==> config.mk <==
export PLATFORM = sky130hd
export DESIGN_NAME = runlen_los_check
export DESIGN_NICKNAME = d
export VERILOG_FILES = /design/src/rtl/runlen_pkg.sv /design/src/rtl/runlen_rst_sync.sv /design/src/rtl/runlen_word_class.sv /design/src/rtl/runlen_counter.sv /design/src/rtl/runlen_los_check.sv
export SDC_FILE = /design/constraint.sdc
export NUM_CORES = 1
export LEC_CHECK = 0
export ABC_AREA = 1
export BUFFER_PORTS_ARGS = -buffer_cell sky130_fd_sc_hd__buf_2
export CELL_PAD_IN_SITES_DETAIL_PLACEMENT = 1
export CELL_PAD_IN_SITES_GLOBAL_PLACEMENT = 1
export CORE_MARGIN = 5
export CORE_UTILIZATION = 35
export CTS_CLUSTER_SIZE = 16
export DETAILED_ROUTE_END_ITERATION = 10
export PLACE_DENSITY = 0.83
export SYNTH_ARGS = -nofsm -noshare
export SYNTH_HDL_FRONTEND = slang
export SYNTH_SLANG_ARGS = --single-unit
==> constraint.sdc <==
create_clock -name clk -period 0.8 [get_ports clk]
set_input_delay 0.12 -clock clk [delete_from_list [all_inputs] [get_ports clk]]
set_output_delay 0.12 -clock clk [all_outputs]
set_load 0.02 [all_outputs]
==> src/rtl/runlen_pkg.sv <==
package runlen_pkg;
  typedef enum logic [1:0] {
    POL_MIX  = 2'd0,
    POL_ZERO = 2'd1,
    POL_ONE  = 2'd2
  } pol_e;
endpackage

==> src/rtl/runlen_rst_sync.sv <==
module runlen_rst_sync (
  input  logic clk,
  input  logic rst_n,
  output logic rst_n_sync
);
  logic [1:0] stage_q;

  always_ff @(posedge clk or negedge rst_n) begin
    if (!rst_n) stage_q <= 2'b00;
    else        stage_q <= {stage_q[0], 1'b1};
  end

  assign rst_n_sync = stage_q[1];
endmodule

==> src/rtl/runlen_word_class.sv <==
module runlen_word_class
  import runlen_pkg::*;
#(
  parameter int WORD_W = 10
) (
  input  logic [WORD_W-1:0] word,
  output pol_e              cls
);
  logic all_one;
  logic all_zero;

  assign all_one  = &word;
  assign all_zero = ~|word;

  always_comb begin
    if (all_one)       cls = POL_ONE;
    else if (all_zero) cls = POL_ZERO;
    else               cls = POL_MIX;
  end

  always_comb begin
    assert ($onehot0({all_one, all_zero})); // a word cannot be both polarities
  end
endmodule

==> src/rtl/runlen_counter.sv <==
module runlen_counter
  import runlen_pkg::*;
#(
  parameter int RUN_WORDS = 12,
  localparam int CNT_W = $clog2(RUN_WORDS + 1)
) (
  input  logic clk,
  input  logic rst_n,
  input  logic vld,
  input  pol_e cls,
  output logic fail
);
  localparam logic [CNT_W-1:0] CNT_MAX = CNT_W'(RUN_WORDS);

  logic [CNT_W-1:0] cnt_q, cnt_d;
  pol_e             pol_q, pol_d;
  logic             fail_q, fail_d;

  always_comb begin
    cnt_d  = cnt_q;
    pol_d  = pol_q;
    fail_d = fail_q;
    if (vld) begin
      if (cls == POL_MIX) begin
        cnt_d  = '0;
        fail_d = 1'b0;
      end else if (cls == pol_q && cnt_q != '0) begin
        if (cnt_q != CNT_MAX) cnt_d = cnt_q + 1'b1;
      end else begin
        cnt_d = CNT_W'(1);
        pol_d = cls;
      end
      if (cnt_d == CNT_MAX) fail_d = 1'b1;
    end
  end

  always_ff @(posedge clk or negedge rst_n) begin
    if (!rst_n) begin
      cnt_q  <= '0;
      pol_q  <= POL_MIX;
      fail_q <= 1'b0;
    end else if (vld) begin
      cnt_q  <= cnt_d;
      pol_q  <= pol_d;
      fail_q <= fail_d;
    end
  end

  assign fail = fail_q;

  AST_CNT_SAT: assert property (@(posedge clk) disable iff (!rst_n)
    cnt_q <= CNT_MAX);
  AST_FAIL_AT_FULL: assert property (@(posedge clk) disable iff (!rst_n)
    $rose(fail_q) |-> cnt_q == CNT_MAX);
  AST_MIX_CLEARS: assert property (@(posedge clk) disable iff (!rst_n)
    (vld && cls == POL_MIX) |=> (cnt_q == '0 && !fail_q));
  AST_UNIFORM_HOLDS: assert property (@(posedge clk) disable iff (!rst_n)
    (vld && fail_q && cls != POL_MIX) |=> fail_q);
  AST_IDLE_STABLE: assert property (@(posedge clk) disable iff (!rst_n)
    !vld |=> ($stable(cnt_q) && $stable(fail_q)));
endmodule

==> src/rtl/runlen_los_check.sv <==
module runlen_los_check
  import runlen_pkg::*;
#(
  parameter int WORD_W    = 10,
  parameter int RUN_WORDS = 12
) (
  input  logic              clk,
  input  logic              rst_n,
  input  logic              word_vld,
  input  logic [WORD_W-1:0] word,
  input  logic              freq_ok,
  output logic              run_fail,
  output logic              permit_lock
);
  logic rst_n_int;
  pol_e cls;

  runlen_rst_sync u_rst (
    .clk        (clk),
    .rst_n      (rst_n),
    .rst_n_sync (rst_n_int)
  );

  runlen_word_class #(.WORD_W(WORD_W)) u_cls (
    .word (word),
    .cls  (cls)
  );

  runlen_counter #(.RUN_WORDS(RUN_WORDS)) u_cnt (
    .clk  (clk),
    .rst_n(rst_n_int),
    .vld  (word_vld),
    .cls  (cls),
    .fail (run_fail)
  );

  assign permit_lock = freq_ok & ~run_fail;

  AST_RESET_CLEAR: assert property (@(posedge clk)
    !rst_n_int |-> !run_fail);
endmodule

==> results by group, run 1 <==
Status
  • Status: finished, violations left
  • Failing checks: setup timing

Final layout
  • Layout cells sized above 1: 47.8%
  • Non-Filler Instances: 140
  • # diodes: 0
  • Leading cell type in the layout, fill and taps excluded: nand2_1
  • Fin nets: 132
  • Commonest cells after routing, fill and taps aside: nand2_1, buf_2, inv_1, buf_4, dfrtp_1
  • Finished Cell Area: 941 sq um
  • # fillers: 216
  • Area delta synth->final: 51.3%

Detailed routing
  • Vias: 628
  • Routed WL: 1740 microns
  • Vias per Instance: 4.49
  • DRT Pass-1 Iters: 3
  • Drt initial violations: 6
  • Detailed-route DRC error count: 0
  • DR WL/cell: 12.5 microns
  • Routed Antenna Nets: 0

STA
  • Final slew viol count: 0
  • Setup TNS: -3720 ps
  • Final worst setup slack: -523 ps
  • FMAX: 756 MHz
  • RSZ-0062 raised after global routing: true
  • Final setup fails: 9
  • Final Hold Fails: 0
  • Period utilization: 165%
  • Clock Skew: 4.62 ps
  • Fin crit period: 1320 ps

Logic synthesis
  • Seq/Total Area, Yosys: 36.2%
  • Synthesized area: 622 sq um
  • Synth Register Bits: 9
  • Number of distinct library cells after synthesis: 21
  • Avg Cell Area, Syn: 7.15 sq um
  • Synth warn: 0
  • Mapped Cells: 87
  • Syn_nets: 103

Clock tree
  • Register clock-pin slew on the reported worst setup and hold paths: 60 ps
  • Longest Clk Path Bufs: 2
  • H-tree Lvls: 1
  • Number of clock buffers inserted by TritonCTS: 3
  • Clock sinks: 9
  • TritonCTS clock tree: done
  • Clk_lat worst skew: 260 ps
  • Root buffer cell: clkbuf_4

Die
  • Initial Util: 36.4%
  • Die Height: 52.2 microns
  • Chip Width: 52.2 microns
  • Core area: 0.00171 sq mm
  • Num rows: 15
  • I/O Pins: 16
  • Die area: 0.00272 sq mm

Placement
  • Placed Cells: 133
  • Final HPWL DP: 1510 microns
  • Dpl ws: -549 ps
  • Placed cell areas: 832 sq um
  • RePlAce Congestion: 0.841
  • Port bufs: 15

Pwr
  • Pint: 707 uW
  • Switching share of total power: 24.2%
  • Logic pwr share: 12.2%
  • Worst-case vdd ir drop: 602 uV
  • Sequential power share: 50.6%
  • Switching power: 226 uW
  • Leakage: 0.000445 uW
  • Pwr Density: 992 mW/mm^2
  • Power share of the clock group: 37.2%

Worst setup path
  • Critical path class: reg -> reg
  • Startpoint Class: flip-flop
  • Required time of the critical path: 1000 ps
  • CP endpoint kind: flip-flop
  • Worst path arrival time: 1520 ps
  • Crit-path max FO: 3

Global routing
  • Congestion Overflow GR: 0
  • Vias in the first global route: 679
  • Largest net degree at the start of global routing: 8
  • First-pass GRT wire length: 3020 microns
  • Total track usage: 15.1%
  • Initial antenna violation count: 0

Flow run
  • Max Cap Violations: 0

Worst hold path
  • HP Class: reg -> async
## synthesized netlist by cell type
master    instances  area (sq um)
nand4_1           2          12.5
ha_1              2          25.0
conb_1            1          3.75
nor2_1           10          37.5
o22ai_1           2          12.5
nand2_1          21          78.8
a21boi_2          1          11.3
nor2_4            2          22.5
o21ai_0           2          10.0
nand3b_2          1          11.3
nand3_2           1          10.0
nand2_2           2          12.5
clkbuf_1          1          3.75
nor2_2            3          18.8
nand3_1           9          45.0
o21ai_1           1          5.00
inv_2             1          3.75
xor2_1            2          17.5
dfrtp_1           9           225
or2_2             1          6.26
inv_1            13          48.8
## kinds of logic (layout without fill, tap and decap cells)
kind of cell	Yosys count	in the layout	share of synthesized area (%)
fa+ha+maj	2	2	4.02
compound gates	6	6	6.24
xor+xnor	2	2	2.82
other cells	1	1	0.603
flops	9	9	36.2
simple gates	52	52	41.0
buf+inv	15	43	9.05
## critical path, cell delays in order, from the launching register on
cell and delay [ps]:
dfrtp_1 390, inv_2 70, ha_4 180, nand2_2 50
a21boi_4 230, nand3_2 130, nor2_2 100, nand2_1 60
nand2_1 50
## final timing paths
path	from	end	slack (ps)	cells after the start
setup / recovery	u_cnt.cnt_q[0]	u_cnt.fail	-520	8
hold / removal	u_rst.stage_q[1]	u_cnt.cnt_q[0]	110	0
setup reg to reg	u_cnt.cnt_q[0]	u_cnt.fail	-520	8
hold reg to reg	u_rst.stage_q[1]	u_cnt.cnt_q[0]	110	0
max in group asynchronous	u_rst.stage_q[1]	u_cnt.pol_q[1]	460	0
min in group clk	word_vld	u_cnt.cnt_q[1]	180	3
## stage by stage
stage | power (uW) | utilization, % | hold WS, ps
after CTS | 943 | 54.5 | 124
final | 933 | 55.1 | 112
after floorplan | 527 | - | -176
after global placement | 577 | 48.7 | -95.3
after detailed placement | 583 | 48.7 | -92.8
after global routing | 985 | 55.1 | 143
## cell type report
type / count / area, sq um / area share, %
repair buffers: 25 / 159 / 16.9
flip-flops and latches: 9 / 225 / 23.9
well taps: 25 / 31.3 / 3.32
inverters: 14 / 52.6 / 5.59
clock buffers: 4 / 26.3 / 2.79
multi-input cells: 63 / 447 / 47.5
## per-layer routing
| layer | vias up | part of all wire [%] | GRT usage (%) | wire length, microns |
|---|---|---|---|---|
| met2 | 11 | 54 | 28.0 | 940 |
| met5 | - | 0 | 0 | 0 |
| li1 | 325 | - | - | - |
| met1 | 292 | 42 | 17.8 | 734 |
| met3 | 0 | 3.9 | 1.72 | 68 |
| met4 | 0 | 0 | 5.11 | 0 |
## timing repair
item,4_1_cts,5_1_grt
endpoints found under the setup margin,9,9
hold buffers,1,0
pin swaps,10,1
resized for setup,11,2
endpoints found under the hold margin,2,0
setup buffers,2,0
## sequential cells by signal (all words and copies together), names as in the netlist
signal,cells
u_cnt.cnt_q,4
u_cnt.fail,1
u_cnt.pol_q,2
u_rst.stage_q,2
## power by group through the flow
stage	clock, uW	sequential (uW)	combinational [uW]
global route	382	475	128
detailed placement	0	481	102
floorplan	0	479	47.8
finish	347	472	114
CTS	355	473	115
global placement	0	480	96.8
Power figures use the tool's default switching activity.
==> run 2, diff against run 1 <==
==> constraint.sdc (replaced) <==
create_clock -name clk -period 0.8 [get_ports clk]
set_input_delay 0.04 -clock clk [delete_from_list [all_inputs] [get_ports clk]]
set_output_delay 0.04 -clock clk [all_outputs]
set_load 0.02 [all_outputs]
==> results by group, run 2 (synthesized netlist as in run 1, its figures left out) <==
Status
  • Status: finished, violations left (unchanged)
  • Failing checks: setup timing (unchanged)

Clock tree
  • Clock sinks: 9 (unchanged)
  • Clk_lat worst skew: 260 ps (about the same)
  • Longest Clk Path Bufs: 2 (unchanged)
  • Register clock-pin slew on the reported worst setup and hold paths: 60 ps (about the same)
  • Root buffer cell: clkbuf_4 (unchanged)
  • TritonCTS clock tree: done (unchanged)
  • H-tree Lvls: 1 (unchanged)
  • Number of clock buffers inserted by TritonCTS: 3 (unchanged)

Final layout
  • Max reg flops: 4 (unchanged)
  • Largest Register: u_cnt.cnt_q (unchanged)
  • Non-Filler Instances: 140 (unchanged)
  • Biggest regs: u_cnt.cnt_q (4), u_cnt.pol_q (2), u_rst.stage_q (2) (unchanged)
  • Commonest cells after routing, fill and taps aside: nand2_1, buf_2, inv_1, buf_4, dfrtp_1 (unchanged)
  • # diodes: 0 (unchanged)
  • Leading cell type in the layout, fill and taps excluded: nand2_1 (unchanged)
  • Layout cells sized above 1: 48.7% (was 47.8%)
  • Fin nets: 132 (unchanged)
  • Area delta synth->final: 51.9% (was 51.3%)

Placement
  • Placed Cells: 133 (unchanged)
  • Final HPWL DP: 1390 microns (was 1510 microns)
  • Port bufs: 15 (unchanged)
  • RePlAce Congestion: 0.810 (was 0.841)

Worst setup path
  • Worst path slowest cell: dfrtp_1 (unchanged)
  • R2R depth: 7 (was 8)
  • Worst flop-to-flop path startpoint: u_cnt.cnt_q[1] (was u_cnt.cnt_q[0])
  • Critical path startpoint: u_cnt.cnt_q[1] (was u_cnt.cnt_q[0])
  • Crit path max-delay family: simple AND/OR/NAND/NOR gates (was flip-flops)
  • Critical path depth: 7 (was 8)
  • Startpoint Class: flip-flop (unchanged)
  • Crit-path max FO: 3 (unchanged)
  • Required time of the critical path: 1000 ps (about the same)
  • Critical Path, Cell by Cell: ha_2 > or2_4 > nand3_2 > nand4_1 > nor2_2 > nand2_1 > nand2_1 (was inv_2 > ha_4 > nand2_2 > a21boi_4 > nand3_2 > nor2_2 > nand2_1 > nand2_1)
  • CP endpoint kind: flip-flop (unchanged)
  • Critical path class: reg -> reg (unchanged)
  • Slowest Stage Delay on Critical Path: 410 ps (was 390 ps)
  • Worst path arrival time: 1530 ps (was 1520 ps)
  • Worst path bufs/invs: 0 (was 1)
  • Crit path top cell by count: nand2_1 (unchanged)

STA
  • Clock Skew: 1.23 ps (was 4.62 ps)
  • Period utilization: 166% (was 165%)
  • Final worst setup slack: -532 ps (was -523 ps)
  • FMAX: 751 MHz (was 756 MHz)
  • Setup TNS: -3610 ps (was -3720 ps)
  • Fin crit period: 1330 ps (was 1320 ps)
  • Final slew viol count: 0 (unchanged)
  • Final setup fails: 9 (unchanged)
  • Final Hold Fails: 0 (unchanged)
  • Fin Hold WS: 48.1 ps (was 112 ps)
  • RSZ-0062 raised after global routing: true (unchanged)

Pwr
  • Pwr Density: 990 mW/mm^2 (was 992 mW/mm^2)
  • Logic pwr share: 11.9% (was 12.2%)
  • Pint: 706 uW (was 707 uW)
  • Switching power: 230 uW (was 226 uW)
  • Power share of the clock group: 37.5% (was 37.2%)
  • Switching share of total power: 24.5% (was 24.2%)
  • Worst-case vdd ir drop: 869 uV (was 602 uV)
  • Leakage: 0.000444 uW (was 0.000445 uW)
  • Sequential power share: 50.5% (was 50.6%)

Global routing
  • Vias in the first global route: 758 (was 679)
  • Largest net degree at the start of global routing: 8 (unchanged)
  • Congestion Overflow GR: 0 (unchanged)
  • First-pass GRT wire length: 3330 microns (was 3020 microns)
  • Initial antenna violation count: 0 (unchanged)
  • Total track usage: 16.6% (was 15.1%)

Detailed routing
  • Detailed-route DRC error count: 0 (unchanged)
  • Routed Antenna Nets: 0 (unchanged)
  • DR WL/cell: 12.9 microns (was 12.5 microns)
  • Routed WL: 1810 microns (was 1740 microns)
  • DRT Pass-1 Iters: 3 (unchanged)
  • Vias per Instance: 4.66 (was 4.49)
  • Vias: 653 (was 628)
  • Drt initial violations: 4 (was 6)

Die
  • Num rows: 15 (unchanged)
  • Chip Width: 52.2 microns (unchanged)
  • Core area: 0.00171 sq mm (unchanged)
  • Initial Util: 36.4% (unchanged)
  • Die area: 0.00272 sq mm (unchanged)
  • I/O Pins: 16 (unchanged)
  • Die Height: 52.2 microns (unchanged)

Worst hold path
  • Worst Hold Depth: 2
  • Hold path startpoint: word_vld
  • HP Class: in -> reg (was reg -> async)

Flow run
  • Max Cap Violations: 0 (unchanged)
## run 2: power by group through the flow
stage	Combinational [uW]	Clock [uW]	Sequential [uW]
after global routing	126	387	474
after global placement	95.3	0	480
after floorplan	46.1	0	479
after CTS	112	357	473
final	112	351	473
after detailed placement	99.4	0	481
## run 2: cell type report
| class | instances | area, sq um |
|---|---|---|
| Fill cell | 226 | 763 |
| Multi-Input combinational cell | 63 | 444 |
| Inverter | 14 | 52.6 |
| Clock buffer | 4 | 26.3 |
| Tap cell | 25 | 31.3 |
| Sequential cell | 9 | 225 |
| Timing Repair Buffer | 25 | 165 |
## run 2: worst paths after layout
path | to | slack, ps
worst max-delay path | u_cnt.fail | -530
worst min-delay path | u_cnt.cnt_q[0] | 50
worst max register to register | u_cnt.fail | -530
worst min register to register | u_cnt.cnt_q[3] | 120
max in group asynchronous | u_cnt.pol_q[1] | 450
min in group asynchronous | u_rst.stage_q[0] | 90
## run 2: what timing repair did
action,4_1_cts,5_1_grt
hold endpoints to repair,2,0
resized for setup,12,4
setup buffers,2,0
setup endpoints to repair,9,9
pin swaps,7,3
hold buffers,1,0
## run 2: per-layer routing
layer / up-vias / GRT usage (%) / wire, microns
li1: 325 / - / -
met5: - / 0 / 0
met3: 3 / 2.01 / 67
met2: 15 / 30.8 / 879
met1: 310 / 19.1 / 830
met4: 0 / 6.38 / 30
## run 2: through the flow
step                      area, sq um  utilization, %  setup WS (ps)  total power, uW
after global routing              945            55.3           -620              987
after floorplan                   672               -           -377              525
after global placement            827            48.4           -472              576
after detailed placement          827            48.4           -522              580
final                             945            55.3           -532              935
after CTS                         926            54.2           -521              942
==> run 3, diff against run 2 <==
BUFFER_PORTS_ARGS = -buffer_cell sky130_fd_sc_hd__buf_4   (was -buffer_cell sky130_fd_sc_hd__buf_2)
==> results by group, run 3 (synthesized netlist as in run 1, its figures left out) <==
STA
  • Final slew viol count: 0 (unchanged)
  • Fin Hold WS: 48.2 ps (was 48.1 ps)
  • Final worst setup slack: -549 ps (was -532 ps)
  • Final setup fails: 9 (unchanged)
  • FMAX: 741 MHz (was 751 MHz)
  • Fin crit period: 1350 ps (was 1330 ps)
  • Clock Skew: 5.13 ps (was 1.23 ps)
  • Final Hold Fails: 0 (unchanged)
  • Period utilization: 169% (was 166%)
  • RSZ-0062 raised after global routing: true (unchanged)

Detailed routing
  • Routed Antenna Nets: 0 (unchanged)
  • DRT Pass-1 Iters: 5 (was 3)
  • Routed WL: 1860 microns (was 1810 microns)
  • Detailed-route DRC error count: 0 (unchanged)
  • Vias per Instance: 4.68 (was 4.66)
  • Vias: 655 (was 653)
  • Drt initial violations: 4 (unchanged)
  • DR WL/cell: 13.3 microns (was 12.9 microns)

Die
  • Die Height: 52.2 microns (unchanged)
  • Core area: 0.00171 sq mm (unchanged)
  • Die area: 0.00272 sq mm (unchanged)
  • Num rows: 15 (unchanged)
  • I/O Pins: 16 (unchanged)
  • Initial Util: 36.4% (unchanged)
  • Chip Width: 52.2 microns (unchanged)

Pwr
  • Power share of the clock group: 38.6% (was 37.5%)
  • Worst-case vdd ir drop: 1010 uV (was 869 uV)
  • Switching power: 261 uW (was 230 uW)
  • Pint: 714 uW (was 706 uW)
  • Switching share of total power: 26.8% (was 24.5%)
  • Sequential power share: 48.5% (was 50.5%)
  • Pwr Density: 998 mW/mm^2 (was 990 mW/mm^2)
  • Leakage: 0.000460 uW (was 0.000444 uW)
  • Logic pwr share: 12.9% (was 11.9%)

Final layout
  • # fillers: 213 (was 226)
  • Area delta synth->final: 57.1% (was 51.9%)
  • # diodes: 0 (unchanged)
  • Leading cell type in the layout, fill and taps excluded: buf_4 (was nand2_1)
  • Largest Register: u_cnt.cnt_q (unchanged)
  • Non-Filler Instances: 140 (unchanged)
  • Layout cells sized above 1: 50.4% (was 48.7%)
  • Commonest cells after routing, fill and taps aside: buf_4, nand2_1, inv_1, dfrtp_1, nor2_1 (was nand2_1, buf_2, inv_1, buf_4, dfrtp_1)
  • Biggest regs: u_cnt.cnt_q (4), u_cnt.pol_q (2), u_rst.stage_q (2) (unchanged)
  • Max reg flops: 4 (unchanged)
  • Fin nets: 132 (unchanged)

Global routing
  • Congestion Overflow GR: 0 (unchanged)
  • Largest net degree at the start of global routing: 9 (was 8)
  • Total track usage: 15.5% (was 16.6%)
  • First-pass GRT wire length: 2980 microns (was 3330 microns)
  • Initial antenna violation count: 0 (unchanged)
  • Vias in the first global route: 683 (was 758)

Worst setup path
  • Critical path class: reg -> reg (unchanged)
  • CP endpoint kind: flip-flop (unchanged)
  • Worst path arrival time: 1570 ps (was 1530 ps)
  • Crit-path max FO: 3 (unchanged)
  • Startpoint Class: flip-flop (unchanged)
  • Required time of the critical path: 1020 ps (was 1000 ps)

Placement
  • Final HPWL DP: 1370 microns (was 1390 microns)
  • Port bufs: 15 (unchanged)
  • Placed Cells: 132 (was 133)
  • RePlAce Congestion: 0.803 (was 0.810)

Clock tree
  • H-tree Lvls: 1 (unchanged)
  • Number of clock buffers inserted by TritonCTS: 3 (unchanged)
  • Register clock-pin slew on the reported worst setup and hold paths: 70 ps (was 60 ps)
  • TritonCTS clock tree: done (unchanged)
  • Longest Clk Path Bufs: 2 (unchanged)
  • Clock sinks: 9 (unchanged)
  • Root buffer cell: clkbuf_4 (unchanged)
  • Clk_lat worst skew: 280 ps (was 260 ps)

Status
  • Failing checks: setup timing (unchanged)
  • Status: finished, violations left (unchanged)

Flow run
  • Max Cap Violations: 0 (unchanged)

Worst hold path
  • HP Class: in -> reg (unchanged)
[run 3: metrics by stage]
stage / setup TNS (ps) / utilization [%] / cell area, sq um / power [uW] / setup WS, ps
6_report: -3730 / 57.2 / 977 / 975 / -549
5_1_grt: -4180 / 57.2 / 977 / 1030 / -608
4_1_cts: -3670 / 55.8 / 952 / 995 / -524
3_5_place_dp: -3390 / 50.2 / 857 / 598 / -525
3_3_place_gp: -3100 / 50.2 / 857 / 593 / -503
2_1_floorplan: -2350 / - / 672 / 525 / -377
[run 3: per-layer routing]
layer  vias to the layer above  GRT usage (%)  share of wire, %
li1                        328              -                 -
met5                         -              0                 0
met4                         0           5.11              0.92
met2                        15           27.6                54
met3                         2           5.73               4.9
met1                       310           16.7                41
[run 3: area by class of cell]
type / count / area (sq um) / share of cell area (%)
inverters: 14 / 52.6 / 5.38
repair buffers: 25 / 194 / 19.8
multi-input cells: 63 / 447 / 45.7
clock inverters: 1 / 5.00 / 0.512
well taps: 25 / 31.3 / 3.20
clock buffers: 3 / 22.5 / 2.30
flip-flops and latches: 9 / 225 / 23.0
[run 3: power by group through the flow]
stage / logic [uW] / registers, uW / clock network (uW)
after CTS: 127 / 473 / 395
after detailed placement: 116 / 482 / 0
after global routing: 140 / 475 / 416
after floorplan: 46.1 / 479 / 0
after global placement: 112 / 481 / 0
final: 126 / 473 / 377
[run 3: worst max-delay path, stage by stage, from the launching register on]
cell	delay [ps]
dfrtp_1	400
inv_2	80
ha_4	170
nand2_2	50
a21boi_4	240
nand3_2	140
nor2_2	110
nand2_1	60
nand2_1	50
[run 3: final timing paths]
kind                                  startpoint               end  slack [ps]  depth (start not counted)
worst max register to register    u_cnt.cnt_q[0]        u_cnt.fail        -550                          8
worst min register to register  u_rst.stage_q[1]    u_cnt.pol_q[1]         130                          0
max in group asynchronous       u_rst.stage_q[1]    u_cnt.cnt_q[2]         420                          0
min in group asynchronous                  rst_n  u_rst.stage_q[1]          70                          2
worst max-delay path              u_cnt.cnt_q[0]        u_cnt.fail        -550                          8
worst min-delay path                    word_vld    u_cnt.cnt_q[1]          50                          2
[run 3: repair_timing]
item	in CTS	in global routing
pin swaps	9	2
hold buffers	1	0
endpoints found under the hold margin	2	0
gates resized for setup	9	5
buffers inserted	2	1
endpoints found under the setup margin	9	9
